$ cat src/rtl/bcd_rtc_pkg.sv
package bcd_rtc_pkg;

    localparam int REG_AW = 4;

    localparam logic [REG_AW-1:0] A_CTRL1 = 4'h0;
    localparam logic [REG_AW-1:0] A_SEC   = 4'h2;
    localparam logic [REG_AW-1:0] A_MIN   = 4'h3;
    localparam logic [REG_AW-1:0] A_HOUR  = 4'h4;
    localparam logic [REG_AW-1:0] A_DAY   = 4'h5;
    localparam logic [REG_AW-1:0] A_WDAY  = 4'h6;
    localparam logic [REG_AW-1:0] A_MON   = 4'h7;
    localparam logic [REG_AW-1:0] A_YEAR  = 4'h8;
    localparam logic [REG_AW-1:0] A_TCTL  = 4'hE;
    localparam logic [REG_AW-1:0] A_TCNT  = 4'hF;

    localparam int        BIT_STOP   = 5;
    localparam int        BIT_H12    = 3;
    localparam int        BIT_TEN    = 7;
    localparam logic [1:0] SRC_64HZ  = 2'b01;

    typedef struct packed {
        logic [6:0] sec;
        logic [6:0] min;
        logic [5:0] hour;
        logic [5:0] day;
        logic [2:0] wday;
        logic [4:0] mon;
        logic [7:0] year;
        logic       cent;
    } cal_t;

    // Add one to a two-digit BCD value (no wrap handling).
    function automatic logic [7:0] bcd_inc(input logic [7:0] v);
        if (v[3:0] >= 4'd9) return {v[7:4] + 4'd1, 4'd0};
        return {v[7:4], v[3:0] + 4'd1};
    endfunction

    // Last BCD day of a month, leap February when the year is a multiple of 4.
    function automatic logic [7:0] last_day(input logic [4:0] mon, input logic [7:0] yr);
        logic [7:0] yb;
        yb = ({4'd0, yr[7:4]} * 8'd10) + {4'd0, yr[3:0]};
        case (mon)
            5'h02:                      return (yb[1:0] == 2'b00) ? 8'h29 : 8'h28;
            5'h04, 5'h06, 5'h09, 5'h11: return 8'h30;
            default:                    return 8'h31;
        endcase
    endfunction

endpackage

$ cat src/rtl/bcd_rtc_divider.sv
module bcd_rtc_divider #(
    parameter int TICK_HZ = 32768,
    parameter int TMR_HZ  = 64
) (
    input  logic clk,
    input  logic rst_n,
    input  logic tick_en,
    input  logic hold,
    input  logic clr_low,
    output logic sec_tick,
    output logic tmr_tick
);
    localparam int DW = $clog2(TICK_HZ);
    localparam int TW = $clog2(TICK_HZ / TMR_HZ);
    localparam logic [DW-1:0] HALF = {1'b1, {(DW-1){1'b0}}};

    typedef struct packed {
        logic [DW-1:0] div;
    } div_st_t;

    div_st_t st_d, st_q;

    always_comb begin
        st_d = st_q;
        if (hold)          st_d.div = HALF;
        else if (clr_low)  st_d.div = st_q.div & HALF;
        else if (tick_en)  st_d.div = st_q.div + DW'(1);
    end

    assign sec_tick = tick_en && !hold && !clr_low && (&st_q.div);
    assign tmr_tick = tick_en && !hold && !clr_low && (&st_q.div[TW-1:0]);

    always_ff @(posedge clk or negedge rst_n) begin
        if (!rst_n) st_q <= '{div: HALF};
        else        st_q <= st_d;
    end
endmodule

$ cat src/rtl/bcd_rtc_calendar.sv
module bcd_rtc_calendar
    import bcd_rtc_pkg::*;
(
    input  logic              clk,
    input  logic              rst_n,
    input  logic              sec_tick,
    input  logic              mode_12h,
    input  logic              wr_time,
    input  logic [REG_AW-1:0] wr_addr,
    input  logic [7:0]        wr_data,
    output cal_t              cal_q,
    output logic              stale_q
);
    typedef struct packed {
        logic stale;
        cal_t cal;
    } cal_st_t;

    cal_st_t st_d, st_q;
    logic [7:0] sec_nx, min_nx, h24_nx, h12_nx, day_nx, mon_nx, yr_nx, mon_end;
    logic       day_carry;

    always_comb begin
        st_d      = st_q;
        day_carry = 1'b0;
        sec_nx    = bcd_inc({1'b0, st_q.cal.sec});
        min_nx    = bcd_inc({1'b0, st_q.cal.min});
        h24_nx    = bcd_inc({2'b0, st_q.cal.hour});
        h12_nx    = bcd_inc({3'b0, st_q.cal.hour[4:0]});
        day_nx    = bcd_inc({2'b0, st_q.cal.day});
        mon_nx    = bcd_inc({3'b0, st_q.cal.mon});
        yr_nx     = bcd_inc(st_q.cal.year);
        mon_end   = last_day(st_q.cal.mon, st_q.cal.year);

        if (wr_time) begin
            case (wr_addr)
                A_SEC: begin
                    st_d.stale   = wr_data[7];
                    st_d.cal.sec = wr_data[6:0];
                end
                A_MIN:  st_d.cal.min  = wr_data[6:0];
                A_HOUR: st_d.cal.hour = wr_data[5:0];
                A_DAY:  st_d.cal.day  = wr_data[5:0];
                A_WDAY: st_d.cal.wday = wr_data[2:0];
                A_MON: begin
                    st_d.cal.cent = wr_data[7];
                    st_d.cal.mon  = wr_data[4:0];
                end
                A_YEAR: st_d.cal.year = wr_data;
                default: ;
            endcase
        end else if (sec_tick) begin
            if (st_q.cal.sec != 7'h59) begin
                st_d.cal.sec = sec_nx[6:0];
            end else begin
                st_d.cal.sec = 7'h00;
                if (st_q.cal.min != 7'h59) begin
                    st_d.cal.min = min_nx[6:0];
                end else begin
                    st_d.cal.min = 7'h00;
                    if (mode_12h) begin
                        if (st_q.cal.hour[4:0] == 5'h11) begin
                            st_d.cal.hour = {~st_q.cal.hour[5], 5'h12};
                            day_carry     = st_q.cal.hour[5];
                        end else if (st_q.cal.hour[4:0] == 5'h12) begin
                            st_d.cal.hour = {st_q.cal.hour[5], 5'h01};
                        end else begin
                            st_d.cal.hour = {st_q.cal.hour[5], h12_nx[4:0]};
                        end
                    end else if (st_q.cal.hour == 6'h23) begin
                        st_d.cal.hour = 6'h00;
                        day_carry     = 1'b1;
                    end else begin
                        st_d.cal.hour = h24_nx[5:0];
                    end

                    if (day_carry) begin
                        st_d.cal.wday = (st_q.cal.wday >= 3'd6) ? 3'd0 : st_q.cal.wday + 3'd1;
                        if (st_q.cal.day != mon_end[5:0]) begin
                            st_d.cal.day = day_nx[5:0];
                        end else begin
                            st_d.cal.day = 6'h01;
                            if (st_q.cal.mon != 5'h12) begin
                                st_d.cal.mon = mon_nx[4:0];
                            end else begin
                                st_d.cal.mon = 5'h01;
                                if (st_q.cal.year == 8'h99) begin
                                    st_d.cal.year = 8'h00;
                                    st_d.cal.cent = ~st_q.cal.cent;
                                end else begin
                                    st_d.cal.year = yr_nx;
                                end
                            end
                        end
                    end
                end
            end
        end
    end

    always_ff @(posedge clk or negedge rst_n) begin
        if (!rst_n) begin
            st_q.stale    <= 1'b1;
            st_q.cal.sec  <= '0;
            st_q.cal.min  <= '0;
            st_q.cal.hour <= '0;
            st_q.cal.day  <= 6'h01;
            st_q.cal.wday <= '0;
            st_q.cal.mon  <= 5'h01;
            st_q.cal.year <= '0;
            st_q.cal.cent <= 1'b0;
        end else begin
            st_q <= st_d;
        end
    end

    assign cal_q   = st_q.cal;
    assign stale_q = st_q.stale;
endmodule

$ cat src/rtl/bcd_rtc_timer.sv
module bcd_rtc_timer #(
    parameter int CNT_W = 8
) (
    input  logic             clk,
    input  logic             rst_n,
    input  logic             tmr_tick,
    input  logic             run,
    input  logic             load,
    input  logic [CNT_W-1:0] load_val,
    output logic [CNT_W-1:0] cnt_q
);
    typedef struct packed {
        logic [CNT_W-1:0] start;
        logic [CNT_W-1:0] cnt;
    } tmr_st_t;

    tmr_st_t st_d, st_q;

    always_comb begin
        st_d = st_q;
        if (load) begin
            st_d.start = load_val;
            st_d.cnt   = load_val;
        end else if (tmr_tick && run) begin
            st_d.cnt = (st_q.cnt <= CNT_W'(1)) ? st_q.start : st_q.cnt - CNT_W'(1);
        end
    end

    always_ff @(posedge clk or negedge rst_n) begin
        if (!rst_n) st_q <= '0;
        else        st_q <= st_d;
    end

    assign cnt_q = st_q.cnt;
endmodule

$ cat src/rtl/bcd_rtc_core.sv
module bcd_rtc_core
    import bcd_rtc_pkg::*;
#(
    parameter int TICK_HZ = 32768,
    parameter int TMR_HZ  = 64
) (
    input  logic              clk,
    input  logic              rst_n,
    input  logic              tick_en,
    input  logic [REG_AW-1:0] addr,
    input  logic              wr_en,
    input  logic [7:0]        wr_data,
    input  logic              rd_en,
    output logic [7:0]        rd_data
);
    typedef struct packed {
        logic       stop;
        logic       h12;
        logic       t_en;
        logic [1:0] t_src;
        logic [7:0] rd;
    } ctl_st_t;

    ctl_st_t    ctl_d, ctl_q;
    cal_t       cal;
    logic       stale_flag;
    logic       sec_tick, tmr_tick;
    logic [7:0] tmr_cnt;
    logic       wr_time, wr_tcnt;
    logic       stop_flag;
    logic [6:0] sec_val;
    logic       cent_flag;

    assign wr_time   = wr_en && (addr >= A_SEC) && (addr <= A_YEAR);
    assign wr_tcnt   = wr_en && (addr == A_TCNT);
    assign stop_flag = ctl_q.stop;
    assign sec_val   = cal.sec;
    assign cent_flag = cal.cent;

    bcd_rtc_divider #(.TICK_HZ(TICK_HZ), .TMR_HZ(TMR_HZ)) div_i (
        .clk      (clk),
        .rst_n    (rst_n),
        .tick_en  (tick_en),
        .hold     (ctl_q.stop),
        .clr_low  (wr_time),
        .sec_tick (sec_tick),
        .tmr_tick (tmr_tick)
    );

    bcd_rtc_calendar cal_i (
        .clk      (clk),
        .rst_n    (rst_n),
        .sec_tick (sec_tick),
        .mode_12h (ctl_q.h12),
        .wr_time  (wr_time),
        .wr_addr  (addr),
        .wr_data  (wr_data),
        .cal_q    (cal),
        .stale_q  (stale_flag)
    );

    bcd_rtc_timer #(.CNT_W(8)) tmr_i (
        .clk      (clk),
        .rst_n    (rst_n),
        .tmr_tick (tmr_tick),
        .run      (ctl_q.t_en && (ctl_q.t_src == SRC_64HZ)),
        .load     (wr_tcnt),
        .load_val (wr_data),
        .cnt_q    (tmr_cnt)
    );

    always_comb begin
        ctl_d = ctl_q;
        if (wr_en && addr == A_CTRL1) begin
            ctl_d.stop = wr_data[BIT_STOP];
            ctl_d.h12  = wr_data[BIT_H12];
        end
        if (wr_en && addr == A_TCTL) begin
            ctl_d.t_en  = wr_data[BIT_TEN];
            ctl_d.t_src = wr_data[1:0];
        end
        if (rd_en) begin
            case (addr)
                A_CTRL1: ctl_d.rd = {2'b00, ctl_q.stop, 1'b0, ctl_q.h12, 3'b000};
                A_SEC:   ctl_d.rd = {stale_flag, cal.sec};
                A_MIN:   ctl_d.rd = {1'b0, cal.min};
                A_HOUR:  ctl_d.rd = {2'b00, cal.hour};
                A_DAY:   ctl_d.rd = {2'b00, cal.day};
                A_WDAY:  ctl_d.rd = {5'b00000, cal.wday};
                A_MON:   ctl_d.rd = {cal.cent, 2'b00, cal.mon};
                A_YEAR:  ctl_d.rd = cal.year;
                A_TCTL:  ctl_d.rd = {ctl_q.t_en, 5'b00000, ctl_q.t_src};
                A_TCNT:  ctl_d.rd = tmr_cnt;
                default: ctl_d.rd = 8'h00;
            endcase
        end
    end

    always_ff @(posedge clk or negedge rst_n) begin
        if (!rst_n) ctl_q <= '0;
        else        ctl_q <= ctl_d;
    end

    assign rd_data = ctl_q.rd;
endmodule

$ cat config.mk
export PLATFORM = sky130hd
export DESIGN_NAME = bcd_rtc_core
export DESIGN_NICKNAME = d
export VERILOG_FILES = /design/src/rtl/bcd_rtc_pkg.sv /design/src/rtl/bcd_rtc_divider.sv /design/src/rtl/bcd_rtc_calendar.sv /design/src/rtl/bcd_rtc_timer.sv /design/src/rtl/bcd_rtc_core.sv
export SDC_FILE = /design/constraint.sdc
export NUM_CORES = 1
export LEC_CHECK = 0
export BUFFER_PORTS_ARGS = -buffer_cell sky130_fd_sc_hd__buf_4
export CAP_MARGIN = 20
export CORE_MARGIN = 5
export CORE_UTILIZATION = 34
export CTS_BUF_LIST = sky130_fd_sc_hd__clkbuf_4 sky130_fd_sc_hd__clkbuf_8
export DETAILED_ROUTE_END_ITERATION = 7
export PLACE_DENSITY = 0.49
export SYNTH_ARGS = -nofsm -noshare
export SYNTH_HDL_FRONTEND = slang
export SYNTH_SLANG_ARGS = --single-unit
$ cat constraint.sdc
create_clock -name clk -period 4.8 [get_ports clk]
set_input_delay 0.24 -clock clk [delete_from_list [all_inputs] [get_ports clk]]
set_output_delay 0.24 -clock clk [all_outputs]
set_load 0.05 [all_outputs]
==> impl_metrics.env <==
export IMPL_cap_violations=0
export IMPL_worst_pin_slew_ns=1.01
export IMPL_rsz0062_at_grt="false"
export IMPL_syn_inst=705
export IMPL_grt_overflow=0
export IMPL_hpwl_um=13800
export IMPL_r2r_start="cal_i.cal_q[30]"
export IMPL_ys_warn_count=0
export IMPL_insertion_delay_ns=0.39
export IMPL_globalplace_congestion=0.912
export IMPL_synth_xor_area_share_pct=2.99
export IMPL_routedWlPerCell_um=19.7
export IMPL_first_pass_iters=5
export IMPL_setup_viol=0
export IMPL_wl_um=18500
export IMPL_initial_utilization_pct=34.4
export IMPL_syn_nets=754
export IMPL_final_cell_mix="dfrtp_1, nand2_1, nor2_1"
export IMPL_path_cells="inv_1 > ha_1 > and4b_2 > nand2_1 > or4b_1 > o31ai_1 > o21ai_1 > mux2i_1"
export IMPL_required_ns=5.07
export IMPL_final_common_cell="dfrtp_1"
export IMPL_htree_levels=3
export IMPL_post_cts_setup_buffers=0
export IMPL_setup_tns_ns=0
export IMPL_ir_worst_vdd_uv=171
export IMPL_syn_avg_cell_area_um2=8.73
export IMPL_antenna_found_initial=0
export IMPL_drive_gt1_share_pct=11.7
export IMPL_num_io_pins=25
export IMPL_fill_cells=1851
export IMPL_area_growth_pct=7.93
export IMPL_finalCritPeriodShare_pct=57.2
export IMPL_synth_enable_flop_cells=0
export IMPL_p_leak_nw=2.82
export IMPL_synth_compound_area_share_pct=21.1
export IMPL_start_kind="flop"
export IMPL_slowest_stage="or4b_1"
export IMPL_grt_pass1_wl_um=28800
export IMPL_ctsHoldBuffers=1
export IMPL_synth_adder_area_share_pct=6.51
export IMPL_io_buffers=24
export IMPL_timing_max_slew_rel_slack_pct=32.5
export IMPL_clockBufferDepth=2
export IMPL_first_iter_violations=369
export IMPL_cp_startpoint="cal_i.cal_q[30]"
export IMPL_path_clk_slew_ns=0.10
export IMPL_root_buffer="clkbuf_8"
export IMPL_via_per_inst=5.68
export IMPL_seqCellArea_um2=2210
export IMPL_placed_cell_area_um2=6400
export IMPL_core_area_um2=17900
export IMPL_async_flop_share_pct=100
export IMPL_crit_path_max_fanout=6
export IMPL_netlist_area_um2=6150
export IMPL_worst_setup_path_end_kind="flop"
export IMPL_diodes=0
export IMPL_grt_pass1_vias=5038
export IMPL_via_count=5330
export IMPL_postCtsResizedCells=0
export IMPL_ys_seq_area_share_pct=35.9
export IMPL_yosys_register_bits=88
export IMPL_synth_simple_gate_area_share_pct=21.4
export IMPL_arrival_ns=3.01
export IMPL_min_delay_start="wr_data[2]"
export IMPL_multi_input_area_um2=3550
export IMPL_hold_class="in2reg"
export IMPL_synth_top_family_by_area="simple AND/OR/NAND/NOR gates"
export IMPL_drcViolationCount=0
export IMPL_fin_worst_skew_ns=0.0114
export IMPL_design_die_area_um2=20900
export IMPL_fin_area_um2=6640
export IMPL_cts_tree="done"
export IMPL_power_density_nw_per_um2=339
export IMPL_die_height_um=145
export IMPL_finalCriticalPeriod_ns=2.74
export IMPL_ys_types=88
export IMPL_crit_path_max_incr_delay_ns=0.69
export IMPL_slew_viol_final=0
export IMPL_hold_viol_final=0
export IMPL_grt_max_degree=58
export IMPL_synth_area_mux_share_pct=5.65
export IMPL_cts_made_buffers=9
export IMPL_nets=753
export IMPL_ys_flop_type="dfrtp_1"
export IMPL_grt_usage_pct=18.0
export IMPL_rows=49
export IMPL_cts_sinks=88
export IMPL_fmax_mhz=365
export IMPL_crit_type="reg2reg"
export IMPL_outcome="finished clean"
export IMPL_ant_nets=0
export IMPL_die_w_um=145
-- flip-flops by register name (all words and copies together), names as in the netlist --
name and count:
stop_flag 1, cal_i.stale_q 1, rd_data 8, tmr_i.cnt_q 8
cal_i.cal_q 43, div_i.st_q 15, ctl_q 4, tmr_i.st_q 8
-- metrics by stage --
stage	setup WS, ns	cells	utilization, %	total power, mW	hold WS, ns
after global routing	1.86	938	37.1	2.41	0.0903
after floorplan	2.41	705	-	1.48	-0.0556
after global placement	1.88	919	35.7	1.67	0.220
final	2.06	938	37.1	2.25	0.0856
after detailed placement	1.81	919	35.7	1.69	0.232
after CTS	2.04	936	37.0	2.27	0.0687
-- layer usage --
layer | GRT usage, % | up-vias | part of all wire, %
met2 | 28.4 | 151 | 47
met3 | 3.31 | 25 | 5.2
met1 | 24.7 | 2624 | 46
met5 | 0 | - | 0
li1 | - | 2530 | -
met4 | 6.73 | 0 | 2.6
-- power by group --
part / switching [mW] / leakage (nW) / internal [mW]
Combinational: 0.379 / 1.61 / 0.267
Clock: 0.302 / 0.100 / 0.265
Sequential: 0.180 / 1.11 / 0.861
Total: 0.861 / 2.82 / 1.39
-- cell usage after synthesis (3+ instances only) --
library cell | number | area [µm²]
dfrtp_1 | 84 | 2100
nand2_1 | 77 | 289
nor2_1 | 63 | 236
o21ai_0 | 54 | 270
inv_1 | 44 | 165
ha_1 | 32 | 400
a21oi_1 | 28 | 140
nand3_1 | 25 | 125
clkbuf_1 | 19 | 71.3
mux2i_1 | 16 | 160
o22ai_1 | 15 | 93.8
nor3_1 | 14 | 70.1
xor2_1 | 12 | 105
mux2_2 | 11 | 124
buf_4 | 10 | 75.1
nor2b_1 | 10 | 62.6
a21boi_0 | 9 | 67.6
a22oi_1 | 9 | 67.6
nor3b_1 | 9 | 67.6
xnor2_1 | 9 | 78.8
a31oi_1 | 8 | 50.1
o31ai_1 | 7 | 52.6
nand2b_1 | 6 | 37.5
nand4_1 | 6 | 37.5
nand3b_1 | 5 | 37.5
o31a_1 | 5 | 43.8
a32oi_1 | 4 | 35.0
and2_1 | 4 | 25.0
and3_1 | 4 | 25.0
buf_1 | 4 | 15.0
buf_2 | 4 | 20.0
dfstp_2 | 4 | 105
o211ai_1 | 4 | 30.0
o2bb2ai_1 | 4 | 35.0
o32ai_1 | 4 | 35.0
or3_1 | 4 | 25.0
a21o_1 | 3 | 22.5
a22o_1 | 3 | 26.3
a311oi_1 | 3 | 26.3
a32o_1 | 3 | 30.0
clkbuf_8 | 3 | 41.3
o21a_1 | 3 | 22.5
o21ai_1 | 3 | 15.0
o221ai_1 | 3 | 26.3
-- worst max-delay path: cells and delay by family, from the launching register on --
family / cells / cell delay [ns]
buf+inv: 1 / 0.13
simple gates: 3 / 1.03
mux: 1 / 0.18
flops: 1 / 0.46
fa+ha+maj: 1 / 0.17
compound gates: 2 / 0.66
-- cell families after synthesis --
family | Yosys count
mux | 31
fa+ha+maj | 32
buf+inv | 85
compound gates | 194
xor+xnor | 21
flops | 88
simple gates | 254
-- final cells by class --
type | count | area share (%)
clock buffers | 11 | 2.19
clock inverters | 5 | 0.942
inverters | 44 | 2.49
multi-input cells | 532 | 53.4
flip-flops and latches | 88 | 33.2
well taps | 229 | 4.32
repair buffers | 29 | 3.43
-- final timing paths --
path | endpoint | slack, ns | depth (start not counted)
min reg2reg | tmr_i.st_q[8] | 0.49 | 2
max reg2reg | cal_i.cal_q[2] | 2.06 | 8
max | cal_i.cal_q[2] | 2.06 | 8
max in group asynchronous | div_i.st_q[13] | 3.34 | 3
min | tmr_i.st_q[10] | 0.09 | 3
min in group asynchronous | rd_data[0] | 0.33 | 2
Power figures use the tool's default switching activity.
